===== src/rtl/xfer_pkg.sv =====
package xfer_pkg;
    localparam int WORD_W = 16;
    localparam int BYTE_W = 8;
    localparam int SEL_W  = 4;

    typedef enum logic [3:0] {
        S_IDLE, S_OPC, S_PBY,
        S_P1A, S_P1B,
        S_P2A, S_P2B,
        S_P3A, S_P3B,
        S_FIN
    } seq_state_t;
endpackage


===== src/rtl/xfer_regfile.sv =====
module xfer_regfile #(
    parameter int WORD_W   = 16,
    parameter int BYTE_W   = 8,
    parameter int SEL_W    = 4,
    parameter int NUM_WIDE = 5,
    parameter int NUM_BYTE = 4,
    parameter int BYTE_BASE = 8
) (
    input  logic              clk,
    input  logic              rst,
    input  logic [SEL_W-1:0]  rd_sel,
    output logic [WORD_W-1:0] rd_data,
    input  logic              wr_en,
    input  logic [SEL_W-1:0]  wr_sel,
    input  logic [WORD_W-1:0] wr_data,
    output logic [WORD_W-1:0] wide_q [NUM_WIDE],
    output logic [BYTE_W-1:0] byte_q [NUM_BYTE]
);
    localparam int PAD_W = WORD_W - BYTE_W;

    // read mux: D composite, wide registers, padded byte registers
    always_comb begin
        rd_data = '1;
        if (rd_sel == '0) begin
            rd_data = {byte_q[0], byte_q[1]};
        end
        for (int g = 0; g < NUM_WIDE; g++) begin
            if (rd_sel == SEL_W'(g + 1)) rd_data = wide_q[g];
        end
        for (int g = 0; g < NUM_BYTE; g++) begin
            if (rd_sel == SEL_W'(BYTE_BASE + g)) rd_data = {{PAD_W{1'b1}}, byte_q[g]};
        end
    end

    genvar g;
    generate
        for (g = 0; g < NUM_WIDE; g++) begin : g_wide
            always_ff @(posedge clk) begin
                if (rst)                                   wide_q[g] <= '0;
                else if (wr_en && wr_sel == SEL_W'(g + 1)) wide_q[g] <= wr_data;
            end
        end
        for (g = 0; g < NUM_BYTE; g++) begin : g_byte
            if (g < 2) begin : g_dpart
                // A takes the high half of D, B the low half
                always_ff @(posedge clk) begin
                    if (rst) byte_q[g] <= '0;
                    else if (wr_en && wr_sel == '0)
                        byte_q[g] <= wr_data[WORD_W-1-g*BYTE_W -: BYTE_W];
                    else if (wr_en && wr_sel == SEL_W'(BYTE_BASE + g))
                        byte_q[g] <= wr_data[BYTE_W-1:0];
                end
            end else begin : g_plain
                always_ff @(posedge clk) begin
                    if (rst) byte_q[g] <= '0;
                    else if (wr_en && wr_sel == SEL_W'(BYTE_BASE + g))
                        byte_q[g] <= wr_data[BYTE_W-1:0];
                end
            end
        end
    endgenerate


    bad_code_hold_chk: assert property (@(posedge clk) disable iff (rst)
        (wr_en && wr_sel > SEL_W'(BYTE_BASE + NUM_BYTE - 1))
        |=> ($stable(wide_q[0]) && $stable(wide_q[NUM_WIDE-1]) && $stable(byte_q[0]) && $stable(byte_q[1])));

    d_split_chk: assert property (@(posedge clk) disable iff (rst)
        (wr_en && wr_sel == '0) |=> ({byte_q[0], byte_q[1]} == $past(wr_data)));
endmodule


===== src/rtl/xfer_seq.sv =====
module xfer_seq
    import xfer_pkg::*;
#(
    parameter int WORD_W = 16,
    parameter int SEL_W  = 4
) (
    input  logic                clk,
    input  logic                rst,
    input  logic                start,
    input  logic                op_exg,
    input  logic [2*SEL_W-1:0]  postbyte,
    input  logic [WORD_W-1:0]   rd_data,
    output logic [SEL_W-1:0]    rd_sel,
    output logic                wr_en,
    output logic [SEL_W-1:0]    wr_sel,
    output logic [WORD_W-1:0]   wr_data,
    output logic                busy,
    output logic                done
);
    seq_state_t state_q, state_d;
    logic              exg_q;
    logic [SEL_W-1:0]  src_q, dst_q;
    logic [WORD_W-1:0] temp_q;
    logic              accept;

    assign accept = start && (state_q == S_IDLE || state_q == S_FIN);

    always_comb begin
        state_d = state_q;
        unique case (state_q)
            S_IDLE, S_FIN: state_d = start ? S_OPC : S_IDLE;
            S_OPC:         state_d = S_PBY;
            S_PBY:         state_d = S_P1A;
            S_P1A:         state_d = S_P1B;
            S_P1B:         state_d = S_P2A;
            S_P2A:         state_d = S_P2B;
            S_P2B:         state_d = exg_q ? S_P3A : S_FIN;
            S_P3A:         state_d = S_P3B;
            S_P3B:         state_d = S_FIN;
            default:       state_d = S_IDLE;
        endcase
    end

    always_ff @(posedge clk) begin
        if (rst) state_q <= S_IDLE;
        else     state_q <= state_d;
    end

    always_ff @(posedge clk) begin
        if (rst) begin
            exg_q  <= 1'b0;
            src_q  <= '0;
            dst_q  <= '0;
            temp_q <= '0;
        end else begin
            if (accept) begin
                exg_q <= op_exg;
                src_q <= postbyte[2*SEL_W-1:SEL_W];
                dst_q <= postbyte[SEL_W-1:0];
            end
            if (state_q == S_P1B) temp_q <= rd_data;
        end
    end

    always_comb begin
        busy    = 1'b0;
        done    = 1'b0;
        rd_sel  = src_q;
        wr_en   = 1'b0;
        wr_sel  = dst_q;
        wr_data = temp_q;
        unique case (state_q)
            S_IDLE: ;
            S_FIN:  done = 1'b1;
            S_OPC, S_PBY, S_P1A, S_P1B, S_P3A: busy = 1'b1;
            S_P2A: begin
                busy = 1'b1;
                if (exg_q) rd_sel = dst_q;
            end
            S_P2B: begin
                busy  = 1'b1;
                wr_en = 1'b1;
                if (exg_q) begin
                    rd_sel  = dst_q;
                    wr_sel  = src_q;
                    wr_data = rd_data;
                end
            end
            S_P3B: begin
                busy  = 1'b1;
                wr_en = 1'b1;
            end
            default: ;
        endcase
    end


    done_pulse_chk: assert property (@(posedge clk) disable iff (rst) done |=> !done);

    busy_done_excl_chk: assert property (@(posedge clk) disable iff (rst) !(busy && done));

    done_after_write_chk: assert property (@(posedge clk) disable iff (rst) $rose(done) |-> $past(wr_en));

    ignore_start_chk: assert property (@(posedge clk) disable iff (rst)
        busy |=> ($stable(src_q) && $stable(dst_q) && $stable(exg_q)));

    temp_hold_chk: assert property (@(posedge clk) disable iff (rst)
        (state_q == S_P2A) |=> $stable(temp_q));
endmodule


===== src/rtl/xfer_exchange_unit.sv =====
module xfer_exchange_unit
    import xfer_pkg::*;
(
    input  logic        clk,
    input  logic        rst,
    input  logic        start,
    input  logic        op_exg,
    input  logic [7:0]  postbyte,
    output logic        busy,
    output logic        done,
    output logic [7:0]  reg_a,
    output logic [7:0]  reg_b,
    output logic [15:0] reg_x,
    output logic [15:0] reg_y,
    output logic [15:0] reg_u,
    output logic [15:0] reg_s,
    output logic [15:0] reg_pc,
    output logic [7:0]  reg_cc,
    output logic [7:0]  reg_dp
);
    localparam int NUM_WIDE = 5;
    localparam int NUM_BYTE = 4;

    logic [SEL_W-1:0]  rd_sel, wr_sel;
    logic [WORD_W-1:0] rd_data, wr_data;
    logic              wr_en;
    logic [WORD_W-1:0] wide_q [NUM_WIDE];
    logic [BYTE_W-1:0] byte_q [NUM_BYTE];

    xfer_seq #(.WORD_W(WORD_W), .SEL_W(SEL_W)) u_seq (
        .clk(clk), .rst(rst), .start(start), .op_exg(op_exg), .postbyte(postbyte),
        .rd_data(rd_data), .rd_sel(rd_sel), .wr_en(wr_en), .wr_sel(wr_sel),
        .wr_data(wr_data), .busy(busy), .done(done)
    );

    xfer_regfile #(.WORD_W(WORD_W), .BYTE_W(BYTE_W), .SEL_W(SEL_W),
                   .NUM_WIDE(NUM_WIDE), .NUM_BYTE(NUM_BYTE), .BYTE_BASE(8)) u_rf (
        .clk(clk), .rst(rst), .rd_sel(rd_sel), .rd_data(rd_data),
        .wr_en(wr_en), .wr_sel(wr_sel), .wr_data(wr_data),
        .wide_q(wide_q), .byte_q(byte_q)
    );

    assign reg_a  = byte_q[0];
    assign reg_b  = byte_q[1];
    assign reg_cc = byte_q[2];
    assign reg_dp = byte_q[3];
    assign reg_x  = wide_q[0];
    assign reg_y  = wide_q[1];
    assign reg_u  = wide_q[2];
    assign reg_s  = wide_q[3];
    assign reg_pc = wide_q[4];
endmodule


===== config.mk =====
export PLATFORM = sky130hd
export DESIGN_NAME = xfer_exchange_unit
export DESIGN_NICKNAME = d
export VERILOG_FILES = /design/src/rtl/xfer_pkg.sv /design/src/rtl/xfer_regfile.sv /design/src/rtl/xfer_seq.sv /design/src/rtl/xfer_exchange_unit.sv
export SDC_FILE = /design/constraint.sdc
export NUM_CORES = 1
export LEC_CHECK = 0
export BUFFER_PORTS_ARGS = -buffer_cell sky130_fd_sc_hd__clkbuf_2
export CAP_MARGIN = 25
export CELL_PAD_IN_SITES_DETAIL_PLACEMENT = 0
export CELL_PAD_IN_SITES_GLOBAL_PLACEMENT = 2
export CORE_ASPECT_RATIO = 0.6
export CORE_UTILIZATION = 30
export DETAILED_ROUTE_END_ITERATION = 10
export GPL_ROUTABILITY_DRIVEN = 0
export PLACE_DENSITY = 0.83
export SETUP_SLACK_MARGIN = 0.2
export SYNTH_ARGS = -nofsm -noshare
export SYNTH_HDL_FRONTEND = slang
export SYNTH_SLANG_ARGS = --single-unit

===== constraint.sdc =====
create_clock -name clk -period 2.43 [get_ports clk]
set_clock_uncertainty 0.1 [all_clocks]
set_input_delay 0.486 -clock clk [delete_from_list [all_inputs] [get_ports clk]]
set_output_delay 0.486 -clock clk [all_outputs]
set_load 0.01 [all_outputs]

* Yosys cells after proc, flatten, opt, wreduce, memory -nomap -nowiden
Index checks and enable logic that the tools add are counted.
** Word-level totals
- Logic and storage cells :: 88
- Output and inout port bits :: 114
- Input bits :: 12
- Register bits after elaboration :: 141
** Operators by class
- Muxes and demuxes :: 26
- Equal/unequal tests :: 27
- Reductions and logical operators :: 21
** Operators by type and width (count)
- two-way mux 16 bit :: 12
- == test 4 bit (second input constant) :: 10
- case mux 4 bit (9 select lines) :: 1
- == test 4 x 3 -> 1 bit (second input constant) :: 8
- two-way mux 8 bit :: 4
- == test 4 x 2 -> 1 bit (second input constant) :: 6
- two-way mux 4 bit :: 5
- == test 4 x 1 -> 1 bit (second input constant) :: 3
- logical NOT 4 bit :: 3
- logical AND 1 bit :: 11
- OR reduction 8 bit :: 1
- OR reduction 2 bit :: 3
- two-way mux 1 bit :: 4
- nonzero test 2 bit :: 2
- logical OR 1 bit :: 1

* Longest topological paths before layout
Gate-level depths: netlist of the first run.
- Depth in word-level cells :: 18
- Depth in mapped cells :: 12

* Hierarchy
From an unflattened synthesis of the first run, not the netlist that was laid out.
** Second synthesis, totals
- Cell total of the unflattened synthesis :: 798
- Area, all modules :: 6921.6 µm²
** By module, submodules not included
- xfer_regfile :: instances 1, sequential area each 2242.2 µm², cells an instance 626, area an instance 5348.9 µm²
- xfer_seq :: instances 1, sequential area each 580.6 µm², cells an instance 172, area an instance 1572.8 µm²

* Worst setup path before layout of the first run
No wires, ideal clock.
- Path kind :: register -> register
- From :: register u_seq.state_q[3]
- To :: register u_rf.wide_q[23] (netlist bit)
- Data arrival time :: 2.444 ns
- Period minus slack after synthesis :: 2.671 ns
- Cell stages (with the launch flop) :: 11
- Buffers on the path :: 2
- Data required time :: 2.202 ns
- Path slack :: -0.241 ns
- Cells stage by stage :: dfxtp_1 > buf_6 > nand3b_4 > buf_6 > nor2_4 > mux2_2 > a221o_1 > a311oi_1 > o21ai_2 > a22oi_1 > nor2_1
** Between the ends
- Cells in the longest elaborated chain, start to end :: 16
- Elaborated cells between the ends (all ways) :: 32
- Those cells by class :: eq/ne (13); mux (15); reduce/logical (4)
** RTL lines
- start, declared :: RTL line xfer_seq.sv:20 : seq_state_t state_q, state_d;
- start signal, assigned :: RTL line xfer_seq.sv:46 : else state_q <= state_d;
- == test 4 x 3 -> 1 bit :: RTL line xfer_seq.sv:72 : unique case (state_q)
- OR reduction 2 bit (no source line)
- two-way mux 4 bit
- logical NOT 4 bit :: RTL line xfer_regfile.sv:24 : if (rd_sel == '0) begin
- two-way mux 16 bit :: RTL line xfer_regfile.sv:24
- two-way mux 16 bit (5 in series) :: RTL line xfer_regfile.sv:28 : if (rd_sel == SEL_W'(g + 1)) rd_data = wide_q[g];
- two-way mux 16 bit (4 in series) :: RTL line xfer_regfile.sv:31 : if (rd_sel == SEL_W'(BYTE_BASE + g)) rd_data = {{PAD_W{1'b1}}, byte_q[g]};
- two-way mux 16 bit :: RTL line xfer_seq.sv:83 : if (exg_q) begin
- two-way mux 16 bit :: RTL line xfer_seq.sv:72
- end signal, assigned by index :: RTL line xfer_regfile.sv:40 : else if (wr_en && wr_sel == SEL_W'(g + 1)) wide_q[g] <= wr_data;
- end, declared :: RTL line xfer_regfile.sv:16 : output logic [WORD_W-1:0] wide_q [NUM_WIDE],
Several ways; a longest one is shown, not always the timed one.
A chain may end at the register's enable or synchronous reset.

* Final worst setup path of the first run
- From :: register u_seq.state_q[0]
- To :: register u_rf.byte_q[30] (netlist bit)
** Between the ends
- Cells in the longest elaborated chain, start to end :: 18
- Elaborated cells between the ends (all ways) :: 37
- Those cells by class :: eq/ne (13); mux (17); reduce/logical (7)
** RTL lines
- == test 4 x 3 -> 1 bit :: RTL line xfer_seq.sv:72
- OR reduction 2 bit (no source line)
- two-way mux 4 bit
- logical NOT 4 bit :: RTL line xfer_regfile.sv:24
- two-way mux 16 bit :: RTL line xfer_regfile.sv:24
- two-way mux 16 bit (5 in series) :: RTL line xfer_regfile.sv:28
- two-way mux 16 bit (4 in series) :: RTL line xfer_regfile.sv:31
- two-way mux 16 bit :: RTL line xfer_seq.sv:83
- two-way mux 16 bit :: RTL line xfer_seq.sv:72
- two-way mux 8 bit :: RTL line xfer_regfile.sv:50 : else if (wr_en && wr_sel == SEL_W'(BYTE_BASE + g))
- two-way mux 8 bit :: RTL line xfer_regfile.sv:48 : else if (wr_en && wr_sel == '0)
- end signal, assigned by index :: RTL line xfer_regfile.sv:49 : byte_q[g] <= wr_data[WORD_W-1-g*BYTE_W -: BYTE_W];
- end signal, assigned by index :: RTL line xfer_regfile.sv:51 : byte_q[g] <= wr_data[BYTE_W-1:0];
- end, declared :: RTL line xfer_regfile.sv:17 : output logic [BYTE_W-1:0] byte_q [NUM_BYTE]
Several ways; a longest one is shown, not always the timed one. The select of a mux whose other input is x is not followed.

==> metrics.txt, run 1 <==
most frequent CP cell buf_6; crit-path max FO 7; status finished with violations; VDD IR max between 0.0004 and 0.0005 V; Initial Util 30.90%; top-count cell post-synth dfxtp_1; critical path required time between 2000 and 3000 ps; first-pass GRT wire length around 48 mm; ranking of synthesized cells by area dfxtp_1 39%, a21oi_1 6.0%, nor2_1 5.6%; Yosys cell types 71; vias in the first global route 7803; Seq cells post-synth roughly 140; top cell type by total area after synthesis dfxtp_1; Via Count 8538; Critical-path top delay cell or3_4; Antenna Cells 0; warnings from Yosys 0; failing checks setup timing; Final Util between 40% and 50%; min cycle time layout 2717 ps; placed insts around 1400; worst min-delay path class primary input to flip-flop; Core Region about 0.023 mm²; R2R setup slack -290 ps; # port buffers between 100 and 150; Startpoint Class flip-flop; most frequent cells after synthesis 141 x dfxtp_1, 108 x nor2_1, 86 x a21oi_1; TritonCTS Buffers 17; largest net degree at the start of global routing around 90; Final Hold Vio Count 0; share of layout cells above drive strength 1 between 40% and 50%; Clk Tree Root Cell clkbuf_16; Fmax between 0.3 and 0.4 GHz; r2r startpoint u_seq.state_q[0]$_SDFF_PP0_; Die X-Extent a little over 200 µm; Synth top area share between 30% and 40%; cells after synthesis 891; DRC 0; setup violators final around 110; RSZ-0062 raised after global routing yes; Boundary Pins between 100 and 150; DP HPWL ~24 mm; Main synth FF type dfxtp_1; static leakage 4.447 nW; final worst slack -286.5 ps; mean area per synthesized cell ~8.1 µm²; Die H about 120 µm; Post-synth EDFFs 0; Critical Path Sink Type flip-flop; Fin Hold WS 182.8 ps; Clock Latency Late Sink approximately 440 ps; clk buf depth 2; Pwr Density between 500 and 600 mW/mm²; syn_nets between 900 and 1000; Routed WL ~33 mm; worst hold start postbyte[4]; Max-Cap Viols 0; initial antenna violation count 1; # H-tree levels 4; GR Util All Layers between 20% and 30%; Least-Margin Pin Slew 602.3 ps; post-route ant nets 0; row cnt 43; worst hold stages 3; Die ar. 0.02464 mm²; register area share after synthesis between 30% and 40%; hold endpoint u_seq.src_q[0]$_SDFFE_PP0P_; CP peak stage delay 410 ps; Cell Area, Synth 0.007198 mm²; worst r2r dst u_rf.byte_q[30]$_SDFFE_PP0P_; routed len/inst around 22 µm; clk slew on worst S/H paths around 60 ps; Layout Cells excl Fill about 1500; router iterations before antenna repair 5; vias per inst around 5.6; worst-case headroom to the max-slew limit ~60%; kind of critical path flip-flop to flip-flop; nets ~1200; CTS tree yes; GR Overflow Total 0; CP Cell Sequence xnor2_4, buf_6, buf_6, o21ai_4, and2_4, buf_6, o22ai_2, or3_4, a21oi_4, mux2i_1, a2111oi_2; Initial DRC Count 798; Area Overhead vs Synth 57.67%; period utilization 111.8%; FFs w/ async S/R, synth 0%; Worst Path Arrival about 3000 ps; clk sink count between 100 and 150; worst r2r path cells 11; Final Slew Violations 0
[per-layer routing]
layer / vias to the layer above / wire [µm] / track usage [%]
met5: - / 0 / 0
met4: 0 / 663 / 7.765
met3: 55 / 2730 / 6.554
met2: 373 / 13630 / 37.07
met1: 4195 / 15740 / 38.18
li1: 3915 / - / -
[logic make-up (layout without fill, tap and decap cells)]
kind of cell	count (synthesis)	after routing	synth area share (%)
AO/OA/AOI/OAI	298	300	27.39
AND/OR/NAND/NOR	329	329	21.76
flip-flops	141	141	39.21
multiplexers	36	36	5.197
buffers and inverters	82	396	5.562
XOR/XNOR	5	5	0.8691
[repair_timing]
action                     CTS  global route
resized for setup          111            89
buffers inserted            27            12
cloned                       1             2
setup endpoints to repair  128           128
pin swaps                   25            20
hold buffers                 0             0
[sequential cells by signal (all words and copies together) (netlist names)]
| signal | cells |
|---|---|
| u_rf.byte_q | 32 |
| u_seq.src_q | 4 |
| u_seq.state_q | 4 |
| u_seq.temp_q | 16 |
| u_seq.dst_q | 4 |
| u_rf.wide_q | 80 |
| u_seq.exg_q | 1 |
[worst max-delay path by stage]
stage,startpoint,end,slack [ps],depth (start not counted)
3_5_place_dp,u_seq.state_q[1]$_SDFF_PP0_,u_rf.wide_q[49]$_SDFFE_PP0P_,-410,10
5_1_grt,u_seq.state_q[0]$_SDFF_PP0_,u_rf.byte_q[30]$_SDFFE_PP0P_,-350,11
2_1_floorplan,u_seq.state_q[3]$_SDFF_PP0_,u_rf.byte_q[30]$_SDFFE_PP0P_,-110,11
4_1_cts,u_seq.state_q[0]$_SDFF_PP0_,u_rf.wide_q[7]$_SDFFE_PP0P_,-220,12
3_3_place_gp,u_seq.state_q[1]$_SDFF_PP0_,u_rf.wide_q[17]$_SDFFE_PP0P_,-380,10
6_report,u_seq.state_q[0]$_SDFF_PP0_,u_rf.byte_q[30]$_SDFFE_PP0P_,-290,11
[report_power, final]
group	total [W]	switching (W)	leakage, nW	internal [W]
Clock	0.00259	0.00112	0.271	0.00147
Combinational	0.00128	0.000679	3.03	0.000604
Sequential	0.00238	0.0000398	1.14	0.00234
Total	0.00625	0.00184	4.45	0.00441
[area by class of cell]
cell class	instances	area [µm²]
fill	2248	11950
multi-input combinational	670	4820
sequential	141	2840
timing repair buffer	353	2688
clock buffer	21	460.4
tap	315	394.1
clock inverter	11	106.4
inverter	11	41.29
[critical path, delay by kind of cell, from the launching register on]
| family | cells | cell delay [ps] |
|---|---|---|
| AOI/OAI and AO/OA | 4 | 710 |
| muxes | 1 | 110 |
| xor gates and xnor gates | 1 | 180 |
| DFF | 1 | 370 |
| and+or+nand+nor | 2 | 720 |
| buffers and inverters | 3 | 420 |
[layout by cell type (no fill, tap or decap), types with 5 or more instances in the layout]
master     instances
nor3_2             6
or3_4              6
dfxtp_1          131
a21oi_2           12
o22ai_1           19
nor3_1            17
o21ai_0           17
o22ai_4            5
inv_1             10
clkbuf_2         124
o21ai_2           24
buf_4            178
a21oi_4            9
nand2b_1          11
dfxtp_2            8
clkbuf_16         18
nor2_1            96
nand4_1           13
nand3_1           61
nor2b_1            6
a211oi_1          15
mux2i_1           27
buf_12            17
o21ai_1           34
nand2_1           65
o211ai_1          10
o221ai_1           5
a211oi_2           6
a21oi_1           70
nor2_2            10
a221o_1            5
buf_6             31
[per-stage QoR]
step	setup TNS [ps]	instance area [µm²]	setup slack, ps	power (W)
after global routing	-26980	11350	-345.3	0.006437
after global placement	-22510	9614	-381.9	0.003402
final	-17070	11350	-286.5	0.006249
after CTS	-10490	10870	-216.2	0.006144
after floorplan	-4495	7370	-109.9	0.002969
after detailed placement	-25210	9614	-405.1	0.003402
Power figures use the tool's default switching activity.
==> run 2: changes to the inputs <==
==> constraint.sdc (replaced) <==
create_clock -name clk -period 2.43 [get_ports clk]
set_clock_uncertainty 0.1 [all_clocks]
set_input_delay 0 -clock clk [delete_from_list [all_inputs] [get_ports clk]]
set_output_delay 0 -clock clk [all_outputs]
set_load 0.01 [all_outputs]
==> metrics.txt, run 2 (same netlist as run 1, synthesis figures left out) <==
Max-Cap Viols 0 (unchanged); CP peak stage delay 500 ps (+90 ps); Fin Hold WS 251.3 ps (+68.49 ps); Initial DRC Count 766 (-4.0%); final worst slack -366.5 ps (-80.04 ps); failing checks setup timing; Seq pwr share 36.1% (-1.9 points); clk slew on worst S/H paths 70 ps (about the same); critical path required time 2700 ps (+30 ps); placed insts 1463 (+1.0%); sw power 0.001937 W (+5.4%); Die X-Extent 202.0 µm (unchanged); Core Region 0.02330 mm² (unchanged); crit path to u_rf.wide_q[34]$_SDFFE_PP0P_; routed len/inst 21.57 µm (+0.17%); Antenna Cells 0 (unchanged); leading cell type in the layout, fill and taps excluded buf_4; worst min-delay path class primary input to flip-flop; largest net degree at the start of global routing 69 (-22%); worst hold start postbyte[6]; clk sink count 141 (unchanged); share of layout cells above drive strength 1 53.25% (+8.1 points); R2R setup slack -370 ps (-80 ps); Crit path depth 11 (unchanged); DRC 0 (unchanged); nets 1246 (+3.3%); P_int 0.004648 W (+5.4%); Largest register FFs 80 (unchanged); family with the most delay on the worst path compound AO/OA/AOI/OAI gates; most frequent CP cell buf_6; CP Cell Sequence xnor2_4, buf_6, or4b_4, and2_4, buf_12, buf_6, o22ai_2, a211oi_2, o31a_1, a211o_4, o21ai_1; row cnt 43 (unchanged); largest registers u_rf.wide_q: 80 flops, u_rf.byte_q: 32 flops, u_seq.temp_q: 16 flops; period utilization 115.1% (+3.3 points); VDD IR max 0.0004527 V (-5.7%); Layout Cells excl Fill 1562 (+2.6%); Worst Path Arrival 3070 ps (+110 ps); TritonCTS Buffers 17 (unchanged); worst r2r path cells 11 (unchanged); DP HPWL 24.07 mm (+2.2%); Die ar. 0.02464 mm² (unchanged); Boundary Pins 126 (unchanged); Die H 122.0 µm (unchanged); r2r startpoint u_seq.state_q[1]$_SDFF_PP0_; Switching Fraction 29.42% (about the same); Startpoint Class flip-flop; crit path from u_seq.state_q[1]$_SDFF_PP0_; vias in the first global route 8038 (+3.0%); Via Count 8712 (+2.0%); clk buf depth 2 (unchanged); DP Area 0.009702 mm² (+0.91%); Clock Latency Late Sink 440 ps (about the same); # port buffers 125 (unchanged); vias per inst 5.577 (-0.58%); Final Hold Vio Count 0 (unchanged); kind of critical path flip-flop to flip-flop; worst r2r dst u_rf.wide_q[34]$_SDFFE_PP0P_; Initial Util 30.90% (unchanged); status finished with violations; most frequent cells in the layout 177 x buf_4, 132 x dfxtp_1, 124 x clkbuf_2, 96 x nor2_1, 62 x nand3_1; worst-case headroom to the max-slew limit 33.62% (-26 points); Pwr Density 532.0 mW/mm² (-3.4%); Final Slew Violations 0 (unchanged); GR Util All Layers 26.51% (+0.41 points); clock share of power 41.2% (-0.2 points); RSZ-0062 raised after global routing yes; Final Util 53.14% (+4.4 points); static leakage 4.948 nW (+11%); min cycle time layout 2797 ps (+80.04 ps); first-pass GRT wire length 49.25 mm (+2.5%); fin area 0.01238 mm² (+9.1%); Buf+Inv Stages, Crit Path 3 (unchanged); largest register by flop count u_rf.wide_q; Routed WL 33.69 mm (+2.8%); Area Overhead vs Synth 71.98%; router iterations before antenna repair 6 (+1); Critical Path Sink Type flip-flop; Critical-path top delay cell or4b_4; Layout fillers 2152 (-4.3%); Clk Tree Root Cell clkbuf_16; Fmax 0.3576 GHz (-2.9%); GR Overflow Total 0 (unchanged); crit-path max FO 8 (+1); post-route ant nets 0 (unchanged); Comb power frac 22.8% (+2.3 points); Least-Margin Pin Slew 995.8 ps (+393.4 ps); CTS tree yes; initial antenna violation count 0 (-1); setup violators final 119 (+7.2%); # H-tree levels 4 (unchanged)
-- run 2: cell count changes in the layout (fill, tap and decap cells not counted), moves of 13 or more --
cell     before  now
o21ai_2      24   47
a21oi_2      12   35
nand2_1      65   52
buf_6        31   56
a21oi_1      70   46
o21ai_1      34   15
-- run 2: stage by stage --
step / setup WS [ps] / total power, W / setup TNS [ps]
global route: -447.4 / 0.006804 / -34500
detailed placement: -460.5 / 0.003403 / -29860
global placement: -474.3 / 0.003402 / -29820
CTS: -253.4 / 0.006379 / -14790
finish: -366.5 / 0.006586 / -27420
floorplan: -109.9 / 0.002969 / -4495
-- run 2: power groups by stage --
stage | registers (W) | logic, W | clock network (W)
global route | 0.00238 | 0.00157 | 0.00286
detailed placement | 0.00242 | 0.000984 | 0
floorplan | 0.00240 | 0.000566 | 0
finish | 0.00238 | 0.00150 | 0.00271
CTS | 0.00237 | 0.00127 | 0.00274
global placement | 0.00242 | 0.000983 | 0
-- run 2: final cells by class --
type | instances | area [µm²] | share of cell area [%]
Sequential cell | 141 | 2844 | 22.97
Clock inverter | 13 | 152.6 | 1.233
Multi-Input combinational cell | 670 | 5334 | 43.09
Timing Repair Buffer | 393 | 3171 | 25.61
Inverter | 11 | 41.29 | 0.3335
Clock buffer | 19 | 442.9 | 3.578
Tap cell | 315 | 394.1 | 3.184
-- run 2: what timing repair did --
action / in CTS / in global routing
gates cloned: 2 / 1
buffers inserted: 26 / 27
endpoints found under the hold margin: 28 / 0
gates resized for setup: 168 / 184
hold buffers: 11 / 0
pin swaps: 44 / 85
setup endpoints to repair: 128 / 128
-- run 2: worst min-delay path, cell delays in order --
cell and delay, ps:
dlygate4sd3_1 520, clkbuf_2 100, mux2i_1 50, nor2_1 70
-- run 2: worst min-delay path by stage --
stage / cells past startpoint / slack (ps) / to
floorplan: 2 / 40 / u_seq.dst_q[0]$_SDFFE_PP0P_
global placement: 3 / 140 / u_seq.dst_q[1]$_SDFFE_PP0P_
detailed placement: 3 / 140 / u_seq.dst_q[1]$_SDFFE_PP0P_
CTS: 4 / 240 / u_seq.dst_q[1]$_SDFFE_PP0P_
global route: 4 / 280 / u_seq.src_q[0]$_SDFFE_PP0P_
finish: 4 / 250 / u_seq.src_q[2]$_SDFFE_PP0P_
-- run 2: routing by layer --
layer / vias to the layer above / share of wire [%] / track usage, %
met4: 0 / 1.5 / 6.487
met1: 4317 / 48 / 39.78
li1: 4010 / - / -
met5: - / 0 / 0
met3: 38 / 7.9 / 6.528
met2: 347 / 42 / 37.09
==> run 3: changes to the inputs <==
--- a/config.mk
+++ b/config.mk
@@ -13,8 +13,11 @@
 export CORE_UTILIZATION = 30
 export DETAILED_ROUTE_END_ITERATION = 10
 export GPL_ROUTABILITY_DRIVEN = 0
+export GPL_TIMING_DRIVEN = 1
 export PLACE_DENSITY = 0.83
+export REMOVE_ABC_BUFFERS = 1
 export SETUP_SLACK_MARGIN = 0.2
+export SLEW_MARGIN = 20
 export SYNTH_ARGS = -nofsm -noshare
 export SYNTH_HDL_FRONTEND = slang
 export SYNTH_SLANG_ARGS = --single-unit
==> metrics.txt, run 3 (same netlist as run 1, synthesis figures left out) <==
Clk Tree Root Cell clkbuf_16; static leakage 4.603 nW (-7.0%); VDD IR max 0.0004885 V (+7.9%); vias in the first global route 7995 (-0.53%); Via Count 8500 (-2.4%); Final Slew Violations 0 (unchanged); final worst slack -261.2 ps (+105.3 ps); most frequent cells in the layout 184 x buf_4, 129 x dfxtp_1, 124 x clkbuf_2, 101 x nor2_1, 65 x a21oi_1; total power 0.006471 W (-1.7%); period utilization 110.8% (-4.3 points); crit-path max FO 8 (unchanged); Fin Hold WS 246.7 ps (-4.600 ps); Antenna Cells 0 (unchanged); Fmax 0.3716 GHz (+3.9%); Clock Latency Late Sink 440 ps (about the same); Boundary Pins 126 (unchanged); # H-tree levels 4 (unchanged); leading cell type in the layout, fill and taps excluded buf_4; Die X-Extent 202.0 µm (unchanged); failing checks setup timing; Area Overhead vs Synth 62.65%; status finished with violations; vias per inst 5.498 (-1.4%); Critical Path Sink Type flip-flop; GR Util All Layers 25.54% (-0.97 points); Startpoint Class flip-flop; DP HPWL 22.35 mm (-7.1%); post-route ant nets 0 (unchanged); Core Region 0.02330 mm² (unchanged); min cycle time layout 2691 ps (-105.3 ps); share of layout cells above drive strength 1 47.03% (-6.2 points); initial antenna violation count 0 (unchanged); Die ar. 0.02464 mm² (unchanged); Die H 122.0 µm (unchanged); Initial DRC Count 931 (+22%); router iterations before antenna repair 5 (-1); Worst Path Arrival 2960 ps (-110 ps); largest register by flop count u_rf.wide_q; nets 1231 (-1.2%); CTS tree yes; clk slew on worst S/H paths 60 ps (about the same); clk sink count 141 (unchanged); worst-case headroom to the max-slew limit 40.17% (+6.6 points); DRC 0 (unchanged); Largest register FFs 80 (unchanged); Pwr Density 552.7 mW/mm² (+3.9%); R2R setup slack -260 ps (+110 ps); # port buffers 125 (unchanged); routed len/inst 20.55 µm (-4.7%); Layout fillers 2180 (+1.3%); Layout Cells excl Fill 1546 (-1.0%); row cnt 43 (unchanged); Least-Margin Pin Slew 897.5 ps (-98.29 ps); Routed WL 31.77 mm (-5.7%); first-pass GRT wire length 47.57 mm (-3.4%); RSZ-0062 raised after global routing yes; kind of critical path flip-flop to flip-flop; Max-Cap Viols 0 (unchanged); clk buf depth 2 (unchanged); GR Overflow Total 0 (unchanged); setup violators final 120 (+0.84%); Place WS -488.7 ps (-28.20 ps); Setup TNS -17040 ps (+10380 ps); largest net degree at the start of global routing 73 (+5.8%); critical path required time 2700 ps (about the same); TritonCTS Buffers 17 (unchanged); Final Hold Vio Count 0 (unchanged); placed insts 1449 (-0.96%); Initial Util 30.90% (unchanged); worst min-delay path class primary input to flip-flop; largest registers u_rf.wide_q: 80 flops, u_rf.byte_q: 32 flops, u_seq.temp_q: 16 flops
-- run 3: repair_timing --
action                                 in CTS  in global routing
pin swaps                                  39                 80
setup endpoints to repair                 128                128
buffers inserted                           37                 14
hold buffers                               11                  0
gates resized for setup                   137                125
gates cloned                                4                  0
endpoints found under the hold margin      24                  0
-- run 3: final cells by class --
cell class	instances	area, µm²	share of cell area (%)
inverter	11	41.29	0.3527
clock buffer	18	439.2	3.751
timing repair buffer	377	2932	25.04
multi-input combinational	671	4896	41.82
tap	315	394.1	3.366
sequential	141	2850	24.35
clock inverter	13	155.1	1.325
-- run 3: final timing paths --
kind | to | cells past startpoint | start
worst min-delay path | u_seq.dst_q[0]$_SDFFE_PP0P_ | 4 | postbyte[0]
worst min register to register | u_seq.temp_q[15]$_SDFFE_PP0P_ | 2 | u_seq.temp_q[15]$_SDFFE_PP0P_
worst max-delay path | u_rf.wide_q[50]$_SDFFE_PP0P_ | 9 | u_seq.exg_q$_SDFFE_PP0P_
worst max register to register | u_rf.wide_q[50]$_SDFFE_PP0P_ | 9 | u_seq.exg_q$_SDFFE_PP0P_
-- run 3: power breakdown --
part	total (W)	internal [W]	switching [W]	leakage, nW
Clock	0.00271	0.00156	0.00115	0.282
Sequential	0.00238	0.00233	0.0000499	1.14
Combinational	0.00138	0.000699	0.000680	3.18
Total	0.00647	0.00459	0.00188	4.60
-- run 3: layer usage --
layer	global-route usage (%)	part of all wire, %
met1	37.42	49
met2	36.75	42
met3	6.340	7.9
met4	6.581	1.3
met5	0	0
-- run 3: metrics by stage --
stage / area [µm²] / util, %
floorplan: 6839 / -
global placement: 9462 / 40.61
detailed placement: 9462 / 40.61
CTS: 11110 / 47.68
global route: 11710 / 50.26
finish: 11710 / 50.26
-- run 3: critical path, cell delays in order, from the launching register on --
cell      delay, ps
dfxtp_4         390
buf_12          110
nand3b_4        130
or4b_4          640
and2_4          240
o22ai_2         160
a211oi_2         60
o31a_1          260
a211o_4         390
o21ai_2         140
